$ cat src/rtl/sd_pkg.sv
package sd_pkg;

    typedef enum logic [1:0] {
        PROBE_IDLE = 2'b00,
        PROBE_LO   = 2'b01,
        PROBE_HI   = 2'b10
    } probe_e;

    typedef enum logic [2:0] {
        VD_NONE     = 3'd0,
        VD_VALID    = 3'd1,
        VD_OPEN     = 3'd2,
        VD_LOW_R    = 3'd3,
        VD_HIGH_R   = 3'd4,
        VD_HIGH_CAP = 3'd5,
        VD_POS_DC   = 3'd6,
        VD_NEG_DC   = 3'd7
    } verdict_e;

    typedef enum logic [2:0] {
        ST_IDLE,
        ST_SETTLE_LO,
        ST_INTEG_LO,
        ST_SETTLE_HI,
        ST_INTEG_HI,
        ST_JUDGE,
        ST_BACKOFF
    } state_e;

endpackage

$ cat src/rtl/sd_timer.sv
module sd_timer #(
    parameter int W = 8
) (
    input  logic         clk,
    input  logic         rst_n,
    input  logic         load,
    input  logic [W-1:0] load_val,
    output logic         expired
);
    logic [W-1:0] cnt;

    always_ff @(posedge clk or negedge rst_n) begin
        if (!rst_n) begin
            cnt <= '0;
        end else if (load) begin
            cnt <= load_val;
        end else if (cnt != '0) begin
            cnt <= cnt - 1'b1;
        end
    end

    assign expired = (cnt == '0);
endmodule

$ cat src/rtl/sd_accum.sv
module sd_accum #(
    parameter int V_W    = 12,
    parameter int I_W    = 12,
    parameter int LOG_NS = 7
) (
    input  logic                         clk,
    input  logic                         rst_n,
    input  logic                         clr,
    input  logic                         en,
    input  logic                         vld,
    input  logic signed [V_W-1:0]        volt,
    input  logic signed [I_W-1:0]        curr,
    output logic signed [V_W+LOG_NS-1:0] sum_v,
    output logic signed [I_W+LOG_NS-1:0] sum_i,
    output logic signed [V_W+LOG_NS-1:0] sum_va,
    output logic                         full
);
    localparam int SV_W = V_W + LOG_NS;
    localparam int SI_W = I_W + LOG_NS;

    logic [LOG_NS-1:0] cnt;
    logic              take;

    // a sample is only taken while integrating and before the window is full
    assign take = en && vld && !full;

    always_ff @(posedge clk or negedge rst_n) begin
        if (!rst_n) begin
            sum_v  <= '0;
            sum_i  <= '0;
            sum_va <= '0;
            cnt    <= '0;
            full   <= 1'b0;
        end else if (clr) begin
            sum_v  <= '0;
            sum_i  <= '0;
            sum_va <= '0;
            cnt    <= '0;
            full   <= 1'b0;
        end else if (take) begin
            sum_v <= sum_v + SV_W'(volt);
            sum_i <= sum_i + SI_W'(curr);
            if (!cnt[LOG_NS-1]) begin
                sum_va <= sum_va + SV_W'(volt);
            end
            cnt <= cnt + 1'b1;
            if (cnt == {LOG_NS{1'b1}}) begin
                full <= 1'b1;
            end
        end
    end

    AST_ACC_FROZEN: assert property (@(posedge clk) disable iff (!rst_n)
        (full && !clr) |=> ($stable(sum_v) && $stable(sum_i)));
    AST_ACC_CLEARED: assert property (@(posedge clk) disable iff (!rst_n)
        clr |=> (!full && sum_v == '0));
endmodule

$ cat src/rtl/sd_classify.sv
module sd_classify
    import sd_pkg::*;
#(
    parameter int V_W         = 12,
    parameter int I_W         = 12,
    parameter int D_W         = 20,
    parameter int R_UNIT      = 100,
    parameter int R_ACC_LO    = 190,
    parameter int R_ACC_HI    = 265,
    parameter int I_OPEN_MIN  = 20,
    parameter int V_PROBE_MAX = 1100,
    parameter int CAP_LIM     = 2048,
    parameter int CAP_LIM_BIG = 32768
) (
    input  logic signed [V_W-1:0] v_lo,
    input  logic signed [I_W-1:0] i_lo,
    input  logic signed [V_W-1:0] v_hi,
    input  logic signed [I_W-1:0] i_hi,
    input  logic [D_W-1:0]        drift,
    input  logic                  large_cap_en,
    output verdict_e              verdict
);
    localparam int P_W = V_W + I_W + 20;
    localparam logic signed [V_W-1:0] VMAX    = V_W'(V_PROBE_MAX);
    localparam logic signed [P_W-1:0] IOPEN   = P_W'(I_OPEN_MIN);
    localparam logic [D_W-1:0]        CAP_N   = D_W'(CAP_LIM);
    localparam logic [D_W-1:0]        CAP_B   = D_W'(CAP_LIM_BIG);

    logic signed [V_W:0]   dv;
    logic signed [I_W:0]   di;
    logic signed [P_W-1:0] dv_scaled;
    logic signed [P_W-1:0] di_lo_lim;
    logic signed [P_W-1:0] di_hi_lim;
    logic                  neg_dc, pos_dc, open_c, cap_big, r_low, r_high;

    always_comb begin
        dv        = (V_W+1)'(v_hi) - (V_W+1)'(v_lo);
        di        = (I_W+1)'(i_hi) - (I_W+1)'(i_lo);
        dv_scaled = P_W'(dv) * P_W'(R_UNIT);
        di_lo_lim = P_W'(di) * P_W'(R_ACC_LO);
        di_hi_lim = P_W'(di) * P_W'(R_ACC_HI);

        neg_dc  = v_lo[V_W-1] || v_hi[V_W-1];
        pos_dc  = (v_lo > VMAX) || (v_hi > VMAX);
        open_c  = P_W'(di) < IOPEN;
        cap_big = drift > (large_cap_en ? CAP_B : CAP_N);
        r_low   = dv_scaled < di_lo_lim;
        r_high  = dv_scaled > di_hi_lim;

        if (neg_dc)       verdict = VD_NEG_DC;
        else if (pos_dc)  verdict = VD_POS_DC;
        else if (open_c)  verdict = VD_OPEN;
        else if (cap_big) verdict = VD_HIGH_CAP;
        else if (r_low)   verdict = VD_LOW_R;
        else if (r_high)  verdict = VD_HIGH_R;
        else              verdict = VD_VALID;
    end
endmodule

$ cat src/rtl/sig_detect_seq.sv
module sig_detect_seq
    import sd_pkg::*;
#(
    parameter int V_W         = 12,
    parameter int I_W         = 12,
    parameter int LOG_NS      = 7,
    parameter int SETTLE_CYC  = 10000,
    parameter int BACKOFF_CYC = 22000000,
    parameter int R_UNIT      = 100,
    parameter int R_ACC_LO    = 190,
    parameter int R_ACC_HI    = 265,
    parameter int I_OPEN_MIN  = 20,
    parameter int V_PROBE_MAX = 1100,
    parameter int CAP_LIM     = 2048,
    parameter int CAP_LIM_BIG = 32768
) (
    input  logic                  clk,
    input  logic                  rst_n,
    input  logic                  start,
    input  logic                  midspan,
    input  logic                  large_cap_en,
    input  logic                  smp_vld,
    input  logic signed [V_W-1:0] smp_volt,
    input  logic signed [I_W-1:0] smp_curr,
    output logic [1:0]            probe_sel,
    output logic                  done,
    output logic [2:0]            verdict
);
    localparam int SV_W = V_W + LOG_NS;
    localparam int SI_W = I_W + LOG_NS;
    localparam int D_W  = SV_W + 1;
    localparam int TMAX = (BACKOFF_CYC > SETTLE_CYC) ? BACKOFF_CYC : SETTLE_CYC;
    localparam int TW   = $clog2(TMAX) + 1;
    localparam logic [TW-1:0] SETTLE_LOAD  = TW'(SETTLE_CYC - 1);
    localparam logic [TW-1:0] BACKOFF_LOAD = TW'(BACKOFF_CYC - 1);

    state_e state, state_n;

    logic                   tmr_load, tmr_exp;
    logic [TW-1:0]          tmr_val;
    logic                   acc_en, acc_full;
    logic signed [SV_W-1:0] sum_v, sum_va;
    logic signed [SI_W-1:0] sum_i;
    logic signed [SV_W:0]   half_gap;
    logic [D_W-1:0]         drift_now;

    logic signed [V_W-1:0]  v_lo_q, v_hi_q;
    logic signed [I_W-1:0]  i_lo_q, i_hi_q;
    logic [D_W-1:0]         drift_q;
    verdict_e               verdict_w;

    // ---------------- state register ----------------
    always_ff @(posedge clk or negedge rst_n) begin
        if (!rst_n) state <= ST_IDLE;
        else        state <= state_n;
    end

    // ---------------- next state ----------------
    always_comb begin
        state_n = state;
        unique case (state)
            ST_IDLE:      state_n = ST_IDLE;
            ST_SETTLE_LO: if (tmr_exp)  state_n = ST_INTEG_LO;
            ST_INTEG_LO:  if (acc_full) state_n = ST_SETTLE_HI;
            ST_SETTLE_HI: if (tmr_exp)  state_n = ST_INTEG_HI;
            ST_INTEG_HI:  if (acc_full) state_n = ST_JUDGE;
            ST_JUDGE:     state_n = (verdict_w != VD_VALID && midspan) ? ST_BACKOFF : ST_IDLE;
            ST_BACKOFF:   if (tmr_exp)  state_n = ST_SETTLE_LO;
            default:      state_n = ST_IDLE;
        endcase
        // a start always wins and begins a fresh cycle
        if (start) state_n = ST_SETTLE_LO;
    end

    // ---------------- shared settle / backoff timer ----------------
    assign tmr_load = start || (state_n != state);
    assign tmr_val  = (state_n == ST_BACKOFF) ? BACKOFF_LOAD : SETTLE_LOAD;

    sd_timer #(.W(TW)) u_timer (
        .clk      (clk),
        .rst_n    (rst_n),
        .load     (tmr_load),
        .load_val (tmr_val),
        .expired  (tmr_exp)
    );

    // ---------------- integrator ----------------
    assign acc_en = (state == ST_INTEG_LO) || (state == ST_INTEG_HI);

    sd_accum #(.V_W(V_W), .I_W(I_W), .LOG_NS(LOG_NS)) u_accum (
        .clk    (clk),
        .rst_n  (rst_n),
        .clr    (!acc_en),
        .en     (acc_en),
        .vld    (smp_vld),
        .volt   (smp_volt),
        .curr   (smp_curr),
        .sum_v  (sum_v),
        .sum_i  (sum_i),
        .sum_va (sum_va),
        .full   (acc_full)
    );

    // second-half sum minus first-half sum = total - 2 * first half
    always_comb begin
        half_gap  = (SV_W+1)'(sum_v) - ((SV_W+1)'(sum_va) <<< 1);
        drift_now = half_gap[SV_W] ? D_W'(-half_gap) : D_W'(half_gap);
    end

    // ---------------- level averages ----------------
    always_ff @(posedge clk or negedge rst_n) begin
        if (!rst_n) begin
            v_lo_q  <= '0;
            i_lo_q  <= '0;
            v_hi_q  <= '0;
            i_hi_q  <= '0;
            drift_q <= '0;
        end else begin
            if (state == ST_INTEG_LO && acc_full) begin
                v_lo_q <= V_W'(sum_v >>> LOG_NS);
                i_lo_q <= I_W'(sum_i >>> LOG_NS);
            end
            if (state == ST_INTEG_HI && acc_full) begin
                v_hi_q  <= V_W'(sum_v >>> LOG_NS);
                i_hi_q  <= I_W'(sum_i >>> LOG_NS);
                drift_q <= drift_now;
            end
        end
    end

    sd_classify #(
        .V_W(V_W), .I_W(I_W), .D_W(D_W),
        .R_UNIT(R_UNIT), .R_ACC_LO(R_ACC_LO), .R_ACC_HI(R_ACC_HI),
        .I_OPEN_MIN(I_OPEN_MIN), .V_PROBE_MAX(V_PROBE_MAX),
        .CAP_LIM(CAP_LIM), .CAP_LIM_BIG(CAP_LIM_BIG)
    ) u_classify (
        .v_lo         (v_lo_q),
        .i_lo         (i_lo_q),
        .v_hi         (v_hi_q),
        .i_hi         (i_hi_q),
        .drift        (drift_q),
        .large_cap_en (large_cap_en),
        .verdict      (verdict_w)
    );

    // ---------------- outputs ----------------
    always_comb begin
        probe_sel = PROBE_IDLE;
        done      = 1'b0;
        verdict   = VD_NONE;
        unique case (state)
            ST_SETTLE_LO, ST_INTEG_LO: probe_sel = PROBE_LO;
            ST_SETTLE_HI, ST_INTEG_HI: probe_sel = PROBE_HI;
            ST_JUDGE: begin
                done    = 1'b1;
                verdict = verdict_w;
            end
            default: probe_sel = PROBE_IDLE;
        endcase
    end

    // ---------------- assertions ----------------
    AST_START_LOW_LEVEL: assert property (@(posedge clk) disable iff (!rst_n)
        start |=> (probe_sel == PROBE_LO));
    AST_DONE_SINGLE: assert property (@(posedge clk) disable iff (!rst_n)
        done |=> !done);
    AST_HIGH_AFTER_LOW: assert property (@(posedge clk) disable iff (!rst_n)
        (probe_sel == PROBE_HI && $past(probe_sel) != PROBE_HI) |-> ($past(probe_sel) == PROBE_LO));
    AST_VALID_HALTS: assert property (@(posedge clk) disable iff (!rst_n)
        (done && verdict == VD_VALID && !start) |=> (state == ST_IDLE));
    AST_FAIL_BACKS_OFF: assert property (@(posedge clk) disable iff (!rst_n)
        (done && verdict != VD_VALID && midspan && !start) |=> (state == ST_BACKOFF));
    AST_PLAIN_FAIL_IDLE: assert property (@(posedge clk) disable iff (!rst_n)
        (done && !midspan && !start) |=> (probe_sel == PROBE_IDLE && !done));
    AST_CODE_PRESENT: assert property (@(posedge clk) disable iff (!rst_n)
        done |-> (verdict != VD_NONE));
endmodule

$ cat config.mk
export PLATFORM = sky130hd
export DESIGN_NAME = sig_detect_seq
export DESIGN_NICKNAME = d
export VERILOG_FILES = /design/src/rtl/sd_pkg.sv /design/src/rtl/sd_timer.sv /design/src/rtl/sd_accum.sv /design/src/rtl/sd_classify.sv /design/src/rtl/sig_detect_seq.sv
export SDC_FILE = /design/constraint.sdc
export NUM_CORES = 1
export LEC_CHECK = 0
export ABC_CLOCK_PERIOD_IN_PS = 15200
export BUFFER_PORTS_ARGS = -buffer_cell sky130_fd_sc_hd__buf_2
export CAP_MARGIN = 20
export CORE_ASPECT_RATIO = 1.1
export CORE_UTILIZATION = 40
export DETAILED_ROUTE_END_ITERATION = 8
export GPL_TIMING_DRIVEN = 0
export PLACE_DENSITY = 0.57
export SLEW_MARGIN = 0
export SYNTH_ARGS = -nofsm -noshare
export SYNTH_HDL_FRONTEND = slang
export SYNTH_SLANG_ARGS = --single-unit
$ cat constraint.sdc
create_clock -name clk -period 15.2 [get_ports clk]
set_input_delay 1.52 -clock clk [delete_from_list [all_inputs] [get_ports clk]]
set_output_delay 1.52 -clock clk [all_outputs]
set_load 0.01 [all_outputs]
==> flow_summary.json, run 1 <==
{
  "final-setup-viol-count": 0,
  "ys_warn_count": 0,
  "routed_wl_mm": 44.2,
  "crit_fanout": 8,
  "antenna_found_initial": 1,
  "track_usage_pct": 20.2,
  "crit_path_top_delay_cell": "a21oi_1",
  "holdPathStages": 2,
  "drtPass1Iterations": 7,
  "dp_cells": 2708,
  "cts-buffers-inserted": 17,
  "whs_endpoint": "drift_q[5]",
  "groute.layer.met2.usage_pct": 37.1,
  "syn-num-nets": 2470,
  "grt_max_degree": 117,
  "r2r-end": "u_timer.cnt[12]",
  "grtUsageMet1_pct": 24.6,
  "p_leak_nw": 9.96,
  "hold_slack_ns": 0.478,
  "final_cells": 2740,
  "max_stage_delay_ns": 0.83,
  "status": "completed",
  "wire_per_inst_um": 16.1,
  "fin_crit_ns": 10.81,
  "final_design_area_no_fill_mm2": 0.0194,
  "place_area_mm2": 0.0188,
  "fin_crit_sh_pct": 71.1,
  "r2r_setup_slack_ns": 5.93,
  "clock_skew_ns": 0.0111,
  "core_area_mm2": 0.0436,
  "globalRouteOverflowTotal": 0,
  "cts_tree": "yes",
  "worstHoldPathType": "flop to flop",
  "fp-row-count": 80,
  "clk_latency_ns": 0.44,
  "htreeDepth": 4,
  "design.portCount": 36,
  "synth_ff_type": "dfrtp_1",
  "met3_usage_pct": 2.19,
  "postSynth.asyncResetShare_pct": 100,
  "mostFrequentLayoutCells": "ha_1, inv_1, nand2_1, dfrtp_1, a21oi_1",
  "crit_top_cell": "inv_1",
  "grt_pass1_wl_mm": 73.8,
  "area_delta_synth_final_pct": 8.94,
  "cts_hold_buf": 0,
  "layout.nets": 2532,
  "ff2ff_path_depth": 32,
  "post_cts_buffers": 0,
  "drtIter0Drc": 671,
  "rsz0062_at_grt": "no",
  "cts.sinks": 162,
  "drc_errors": 0,
  "via_per_inst": 5.34,
  "cts-root-buf": "clkbuf_16",
  "fmax_mhz": 92.5,
  "dp_hpwl_mm": 35.7,
  "crit_required_ns": 13.68,
  "ant_nets": 0,
  "clkSlewWorstSetupHoldPaths_ns": 0.06,
  "synth_area_mm2": 0.0178,
  "max-slew-margin-rel_pct": 29.1,
  "layout_commonest_cell": "ha_1",
  "fp.dieW_um": 203,
  "yosysSeqAreaShare_pct": 22.8,
  "hold_start": "drift_q[5]",
  "power_density_mw_per_mm2": 48.3,
  "worstReg2RegStart": "i_lo_q[1]",
  "grt_pass1_vias": 14844,
  "cts_resized": 0,
  "fin_setup_tns_ns": 0,
  "ys_seq_elements": 162,
  "tightest_slew_ns": 1.06,
  "drv_slew": 0,
  "hold_viol_final": 0,
  "vdd_drop_max_mv": 0.0799,
  "synth_edf_count": 0,
  "drive_above_1_share_pct": 5.03,
  "cp-start-kind": "flop",
  "synthCells": 2092,
  "dieArea_mm2": 0.0453,
  "busiest_layer": "met2",
  "arrival_ns": 9.29,
  "worstSetupPathType": "flop to output pin",
  "clock_path_buffers": 2,
  "cap_viol_max_count": 0,
  "die_h_um": 223,
  "place_congestion": 0.889,
  "n_antenna_cell": 0,
  "port_buffers": 35,
  "ys_types": 84,
  "cp-end-kind": "output pin",
  "synth.avg_cell_area_um2": 8.50,
  "start_util_pct": 40.7,
  "vias": 14630
}
## flip-flops by register name, indices dropped and copies added (netlist names)
signal,count
u_accum.sum_va,19
u_accum.full,1
u_accum.cnt,7
i_hi_q,12
i_lo_q,12
v_lo_q,12
v_hi_q,12
state,3
drift_q,20
u_accum.sum_v,19
u_accum.sum_i,19
u_timer.cnt,26
## kinds of logic after synthesis
kind of cell             synth area share [%]
buffers and inverters                    6.43
adder cells (fa/ha/maj)                  27.3
AO/OA/AOI/OAI                            18.6
multiplexers                            0.648
XOR/XNOR                                 8.72
AND/OR/NAND/NOR                          15.5
flip-flops                               22.8
## cells in the mapped netlist (13+ instances only)
master    instances  area share [%]
ha_1            282              20
inv_1           255             5.4
nand2_1         251             5.3
dfrtp_1         162              23
a21oi_1         134             3.8
o21ai_0         124             3.5
nor2_1          117             2.5
xnor2_1         102             5.0
xor2_1           70             3.4
fa_1             66             7.4
a21o_1           44             1.9
nor3_1           43             1.2
clkbuf_1         37            0.78
nand3_1          31            0.87
nand2b_1         26            0.92
a22o_1           23             1.1
nor2b_1          20            0.70
nor4_1           20            0.70
a31oi_1          16            0.56
o211ai_1         16            0.68
a211oi_1         15            0.63
o21a_1           13            0.55
## layout make-up
class	count	area [um^2]
buffer	45	183
clock buffer	23	478
clock inverter	8	126
fill	4448	24300
inverter	256	961
multi-input combinational	1629	12600
sequential	162	4050
tap	574	718
timing repair buffer	43	262
## critical path: cells and delay by family, from the launching register on
family	cells	cell delay (ns)
compound gates	14	4.52
buf+inv	6	0.71
flops	1	0.37
xor+xnor	2	0.46
simple gates	2	0.22
fa+ha+maj	7	2.59
## power breakdown
group | leakage (nW) | switching [mW] | internal [mW]
clock network | 0.286 | 0.179 | 0.271
logic | 7.46 | 0.0347 | 0.0176
registers | 2.22 | 0.000791 | 0.432
## worst max-delay path by stage
stage	to	slack (ns)	startpoint	cells after the start
4_1_cts	verdict[0]	4.30	i_lo_q[1]	31
3_5_place_dp	verdict[0]	4.82	i_lo_q[1]	31
2_1_floorplan	verdict[0]	6.09	i_lo_q[0]	34
5_1_grt	verdict[0]	3.75	i_lo_q[1]	31
6_report	verdict[0]	4.39	i_lo_q[1]	31
3_3_place_gp	verdict[0]	4.62	i_lo_q[0]	35
## through the flow
stage	worst slack, ns	utilization (%)	power [mW]
3_3_place_gp	4.62	42.8	0.492
2_1_floorplan	6.09	-	0.468
5_1_grt	3.75	44.4	0.968
4_1_cts	4.30	44.3	0.947
3_5_place_dp	4.82	43.0	0.494
6_report	4.39	44.4	0.935
## layer usage
layer	up-vias	part of all wire [%]
li1	7401	-
met1	7021	45
met2	154	51
met3	52	2.0
met4	2	2.4
met5	-	0.027
(Power assumes the default switching activity.)
==> run 2: changes to the inputs <==
--- a/config.mk
+++ b/config.mk
@@ -5,14 +5,14 @@
 export SDC_FILE = /design/constraint.sdc
 export NUM_CORES = 1
 export LEC_CHECK = 0
-export ABC_CLOCK_PERIOD_IN_PS = 15200
+export ABC_CLOCK_PERIOD_IN_PS = 9800
 export BUFFER_PORTS_ARGS = -buffer_cell sky130_fd_sc_hd__buf_2
 export CAP_MARGIN = 20
 export CORE_ASPECT_RATIO = 1.1
 export CORE_UTILIZATION = 40
 export DETAILED_ROUTE_END_ITERATION = 8
 export GPL_TIMING_DRIVEN = 0
-export PLACE_DENSITY = 0.57
+export PLACE_DENSITY = 0.59
 export SLEW_MARGIN = 0
 export SYNTH_ARGS = -nofsm -noshare
 export SYNTH_HDL_FRONTEND = slang
==> constraint.sdc (replaced) <==
create_clock -name clk -period 9.8 [get_ports clk]
set_input_delay 0.98 -clock clk [delete_from_list [all_inputs] [get_ports clk]]
set_output_delay 0.98 -clock clk [all_outputs]
set_load 0.01 [all_outputs]
==> run 2 against run 1 <==
Register-to-register slack worse by 4.4 ns. Clock skew about the same. Cell count up 0.29%. Critical path type unchanged. Largest power group unchanged.
==> flow_summary.json, run 2 (synthesis gave the netlist of run 1 again) <==
{
  "clock_skew_ns": 0.0110,
  "n_antenna_cell": 0,
  "ant_nets": 0,
  "layout_commonest_cell": "ha_1",
  "final-setup-viol-count": 0,
  "intPower_mw": 1.08,
  "clk_latency_ns": 0.45,
  "mostFrequentLayoutCells": "ha_1, inv_1, nand2_1, dfrtp_1, a21oi_1",
  "seqPwrFrac_pct": 47.1,
  "drtPass1Iterations": 5,
  "fp-row-count": 80,
  "status": "completed",
  "final_design_area_no_fill_mm2": 0.0195,
  "setup_ws_ns": 0.546,
  "dp_slack_ns": -0.342,
  "dieArea_mm2": 0.0453,
  "area_delta_synth_final_pct": 9.81,
  "htreeDepth": 4,
  "combPwrFrac_pct": 5.7,
  "max-slew-margin-rel_pct": 41.6,
  "clkSlewWorstSetupHoldPaths_ns": 0.06,
  "drc_errors": 0,
  "track_usage_pct": 19.7,
  "cts-root-buf": "clkbuf_16",
  "clkPwrFrac_pct": 47.2,
  "cp-end-kind": "output pin",
  "fp.dieW_um": 203,
  "drtIter0Drc": 821,
  "vdd_drop_max_mv": 0.0919,
  "rsz0062_at_grt": "no",
  "crit_top_cell": "ha_1",
  "crit_required_ns": 8.82,
  "start_util_pct": 40.7,
  "cts_tree": "yes",
  "hold_viol_final": 0,
  "crit_fanout": 21,
  "vias": 14794,
  "globalRouteOverflowTotal": 0,
  "fin_crit_sh_pct": 94.4,
  "arrival_ns": 8.27,
  "net-switching-power_mw": 0.340,
  "grt_pass1_wl_mm": 72.0,
  "wire_per_inst_um": 15.8,
  "switching_share_pct": 23.9,
  "place_congestion": 0.858,
  "dp_hpwl_mm": 35.3,
  "p_leak_nw": 10.1,
  "worstSetupPathType": "flop to output pin",
  "place_area_mm2": 0.0188,
  "design.portCount": 36,
  "core_area_mm2": 0.0436,
  "via_per_inst": 5.38,
  "power_density_mw_per_mm2": 73.0,
  "crit_path_top_delay_cell": "fa_1",
  "max_stage_delay_ns": 0.49,
  "drive_above_1_share_pct": 6.39,
  "top_register": "u_timer.cnt",
  "top_regs": "u_timer.cnt: 26 flops, drift_q: 20 flops",
  "die_h_um": 223,
  "layout.nets": 2539,
  "routed_wl_mm": 43.4,
  "worstHoldPathType": "flop to flop",
  "cts.sinks": 162,
  "grt_pass1_vias": 14645,
  "cp-start-kind": "flop",
  "grt_max_degree": 87,
  "tightest_slew_ns": 0.873,
  "port_buffers": 35,
  "cap_viol_max_count": 0,
  "antenna_found_initial": 1,
  "fin_crit_ns": 9.25,
  "cts-buffers-inserted": 17,
  "fmax_mhz": 108,
  "clock_path_buffers": 2,
  "drv_slew": 0,
  "largest_reg_flops": 26
}
-- run 2: metal layers --
| metal | part of all wire, % | track usage, % |
|---|---|---|
| met1 | 44 | 23.7 |
| met2 | 51 | 35.9 |
| met3 | 2.1 | 2.19 |
| met4 | 3.3 | 7.40 |
| met5 | 0.023 | 0 |
-- run 2: what timing repair did --
item	in CTS	in global routing
buffers inserted	1	7
endpoints found under the setup margin	3	3
hold buffers	0	0
pin swaps	2	9
gates resized for setup	15	11
-- run 2: worst paths after layout --
check	from	to	slack, ns	cells past startpoint
max in group asynchronous	rst_n	v_hi_q[7]	8.44	2
min reg2reg	drift_q[19]	drift_q[19]	0.48	2
max reg2reg	i_lo_q[0]	u_timer.cnt[17]	1.50	32
max	i_lo_q[0]	verdict[0]	0.55	31
min	drift_q[19]	drift_q[19]	0.48	2
min in group asynchronous	rst_n	u_timer.cnt[12]	0.50	1
-- run 2: cell type report --
class / instances / area [um^2]
inverter: 256 / 962
clock inverter: 13 / 135
timing repair buffer: 51 / 329
multi-input combinational: 1629 / 12700
tap: 574 / 718
sequential: 162 / 4050
buffer: 44 / 181
clock buffer: 19 / 453
fill: 4346 / 24100
-- run 2: metrics by stage --
stage	utilization (%)	power [mW]	setup TNS (ns)	hold WS (ns)	instances
6_report	44.7	1.43	0	0.483	2748
5_1_grt	44.7	1.48	0	0.509	2748
4_1_cts	44.5	1.45	0	0.489	2742
3_5_place_dp	43.0	0.766	-0.758	0.472	2709
3_3_place_gp	42.8	0.763	-1.12	0.470	2701
2_1_floorplan	-	0.727	0	0.450	2092
-- run 2: power groups by stage --
stage	Combinational (mW)	Clock (mW)	Sequential (mW)
6_report	0.0814	0.672	0.671
5_1_grt	0.0920	0.718	0.671
3_5_place_dp	0.0825	0	0.684
4_1_cts	0.0829	0.691	0.671
2_1_floorplan	0.0431	0	0.684
3_3_place_gp	0.0791	0	0.684
-- run 2: worst max-delay path: cells and delay by family (launching register included) --
kind | cells | cell delay, ns
xor gates and xnor gates | 1 | 0.14
DFF | 1 | 0.39
and+or+nand+nor | 4 | 1.04
muxes | 1 | 0.16
adders and majority gates | 7 | 2.43
AOI/OAI and AO/OA | 13 | 2.65
buffers and inverters | 5 | 1.00
==> run 3: changes to the inputs <==
--- a/config.mk
+++ b/config.mk
@@ -5,14 +5,15 @@
 export SDC_FILE = /design/constraint.sdc
 export NUM_CORES = 1
 export LEC_CHECK = 0
-export ABC_CLOCK_PERIOD_IN_PS = 9800
+export ABC_CLOCK_PERIOD_IN_PS = 11300
 export BUFFER_PORTS_ARGS = -buffer_cell sky130_fd_sc_hd__buf_2
 export CAP_MARGIN = 20
 export CORE_ASPECT_RATIO = 1.1
 export CORE_UTILIZATION = 40
+export CTS_BUF_LIST = sky130_fd_sc_hd__clkbuf_4 sky130_fd_sc_hd__clkbuf_8
 export DETAILED_ROUTE_END_ITERATION = 8
 export GPL_TIMING_DRIVEN = 0
-export PLACE_DENSITY = 0.59
+export PLACE_DENSITY = 0.57
 export SLEW_MARGIN = 0
 export SYNTH_ARGS = -nofsm -noshare
 export SYNTH_HDL_FRONTEND = slang
==> constraint.sdc (replaced) <==
create_clock -name clk -period 11.3 [get_ports clk]
set_input_delay 1.13 -clock clk [delete_from_list [all_inputs] [get_ports clk]]
set_output_delay 1.13 -clock clk [all_outputs]
set_load 0.01 [all_outputs]
==> run 3 against run 2 <==
Setup slack better by 0.26 ns. First-iteration DRC count is 13% lower. Flip-flop and latch count stayed put. Critical path type unchanged. Critical endpoint unchanged. Largest power group is now sequential cells.
==> flow_summary.json, run 3 (synthesis gave the netlist of run 1 again) <==
{
  "status": "completed",
  "ff2ff_path_depth": 32,
  "critPathBufInv": 6,
  "htreeDepth": 4,
  "combPwrFrac_pct": 6.3,
  "power_density_mw_per_mm2": 58.3,
  "area_delta_synth_final_pct": 7.93,
  "track_usage_pct": 20.3,
  "globalRouteOverflowTotal": 0,
  "intPower_mw": 0.846,
  "fin_setup_tns_ns": 0,
  "seqPwrFrac_pct": 52.0,
  "place_congestion": 0.889,
  "critPathLaunch": "i_lo_q[1]",
  "final_cells": 2740,
  "cp_num_cells": 31,
  "final-setup-viol-count": 0,
  "p_leak_nw": 9.88,
  "fp.dieW_um": 203,
  "cp-end-kind": "output pin",
  "crit_path_top_delay_cell": "a21oi_1",
  "clk_latency_ns": 0.49,
  "layout.nets": 2532,
  "start_util_pct": 40.7,
  "drtIter0Drc": 716,
  "crit_family": "compound AO/OA/AOI/OAI gates",
  "top_register": "u_timer.cnt",
  "clkSlewWorstSetupHoldPaths_ns": 0.09,
  "cts_hold_buf": 0,
  "rsz0062_at_grt": "no",
  "worstReg2RegStart": "i_lo_q[1]",
  "fmax_mhz": 95.3,
  "tightest_slew_ns": 1.08,
  "grt_pass1_wl_mm": 73.8,
  "top_regs": "u_timer.cnt: 26 flops, drift_q: 20 flops",
  "grt_pass1_vias": 14838,
  "grt_max_degree": 117,
  "dp_cells": 2708,
  "crit_required_ns": 10.17,
  "drv_slew": 0,
  "design.portCount": 36,
  "clkPwrFrac_pct": 41.7,
  "die_h_um": 223,
  "r2r-end": "u_timer.cnt[12]",
  "dp_hpwl_mm": 35.7,
  "clock_skew_ns": 0.0124,
  "clock_path_buffers": 2,
  "worstSetupPathType": "flop to output pin",
  "fin_crit_sh_pct": 92.9,
  "max-slew-margin-rel_pct": 28.3,
  "layout_commonest_cell": "ha_1",
  "core_area_mm2": 0.0436,
  "vdd_drop_max_mv": 0.0661,
  "r2r_setup_slack_ns": 2.02,
  "cts.sinks": 162,
  "arrival_ns": 9.37,
  "max_stage_delay_ns": 0.84,
  "vias": 14617,
  "wire_per_inst_um": 16.1,
  "crit_fanout": 8,
  "cts-buffers-inserted": 17,
  "crit_top_cell": "inv_1",
  "cap_viol_max_count": 0,
  "dieArea_mm2": 0.0453,
  "n_antenna_cell": 0,
  "antenna_found_initial": 1,
  "routed_wl_mm": 44.1,
  "largest_reg_flops": 26,
  "cp-start-kind": "flop",
  "ant_nets": 0,
  "cts-root-buf": "clkbuf_8",
  "cts_resized": 0,
  "endpoint": "verdict[0]",
  "mostFrequentLayoutCells": "ha_1, inv_1, nand2_1, dfrtp_1, a21oi_1",
  "worstHoldPathType": "flop to flop",
  "net-switching-power_mw": 0.271,
  "drc_errors": 0,
  "cts_tree": "yes",
  "switching_share_pct": 24.3,
  "hold_viol_final": 0,
  "fp-row-count": 80,
  "port_buffers": 35,
  "via_per_inst": 5.33,
  "drive_above_1_share_pct": 5.17,
  "fin_crit_ns": 10.50,
  "post_cts_buffers": 0,
  "drtPass1Iterations": 5
}
-- run 3: changes by cell type in the layout (fill, tap and decap cells not counted), moves of 4 or more --
cell,previous run,this run
xnor2_2,5,1
clkinv_2,6,1
clkbuf_16,17,0
xnor2_1,98,102
buf_4,12,5
clkbuf_8,2,20
-- run 3: power groups by stage --
stage	Sequential (mW)	Combinational, mW	Clock, mW
after global routing	0.582	0.0801	0.501
after detailed placement	0.593	0.0716	0
after global placement	0.593	0.0689	0
after CTS	0.581	0.0719	0.480
final	0.581	0.0704	0.466
after floorplan	0.593	0.0373	0
-- run 3: cell type report --
type,instances,area (um^2)
fillers,4463,24500
multi-input cells,1629,12600
flip-flops and latches,162,4050
inverters,256,961
well taps,574,718
clock buffers,23,298
repair buffers,43,262
plain buffers,45,183
clock inverters,8,126
-- run 3: how the worst min path moves through the flow --
stage | start | end | slack [ns] | depth (start not counted)
6_report | drift_q[5] | drift_q[5] | 0.48 | 2
3_5_place_dp | drift_q[5] | drift_q[5] | 0.47 | 2
2_1_floorplan | drift_q[11] | drift_q[11] | 0.45 | 2
3_3_place_gp | drift_q[6] | drift_q[6] | 0.47 | 2
5_1_grt | rst_n | u_timer.cnt[19] | 0.53 | 1
4_1_cts | drift_q[5] | drift_q[5] | 0.49 | 2
-- run 3: layer usage --
layer / vias up / share of wire [%] / wire length, um / track usage, %
li1: 7394 / - / - / -
met1: 7006 / 45 / 19700 / 24.6
met2: 160 / 51 / 22400 / 37.1
met3: 55 / 1.9 / 858 / 2.19
met4: 2 / 2.5 / 1100 / 6.57
met5: - / 0.039 / 17 / 0
-- run 3: worst min-delay path: stages, from the launching register on --
cell and delay, ns:
dfrtp_1 0.35, nand2_1 0.04, o21ai_0 0.06
-- run 3: metrics by stage --
stage / power, mW / cell area [um^2] / util (%) / hold WS (ns) / setup WS, ns
after floorplan: 0.630 / 17800 / - / 0.450 / 2.58
after global placement: 0.662 / 18700 / 42.8 / 0.470 / 1.11
after detailed placement: 0.665 / 18800 / 43.0 / 0.472 / 1.31
after CTS: 1.13 / 19200 / 43.9 / 0.492 / 0.716
after global routing: 1.16 / 19200 / 44.0 / 0.526 / 0.168
final: 1.12 / 19200 / 44.0 / 0.484 / 0.802
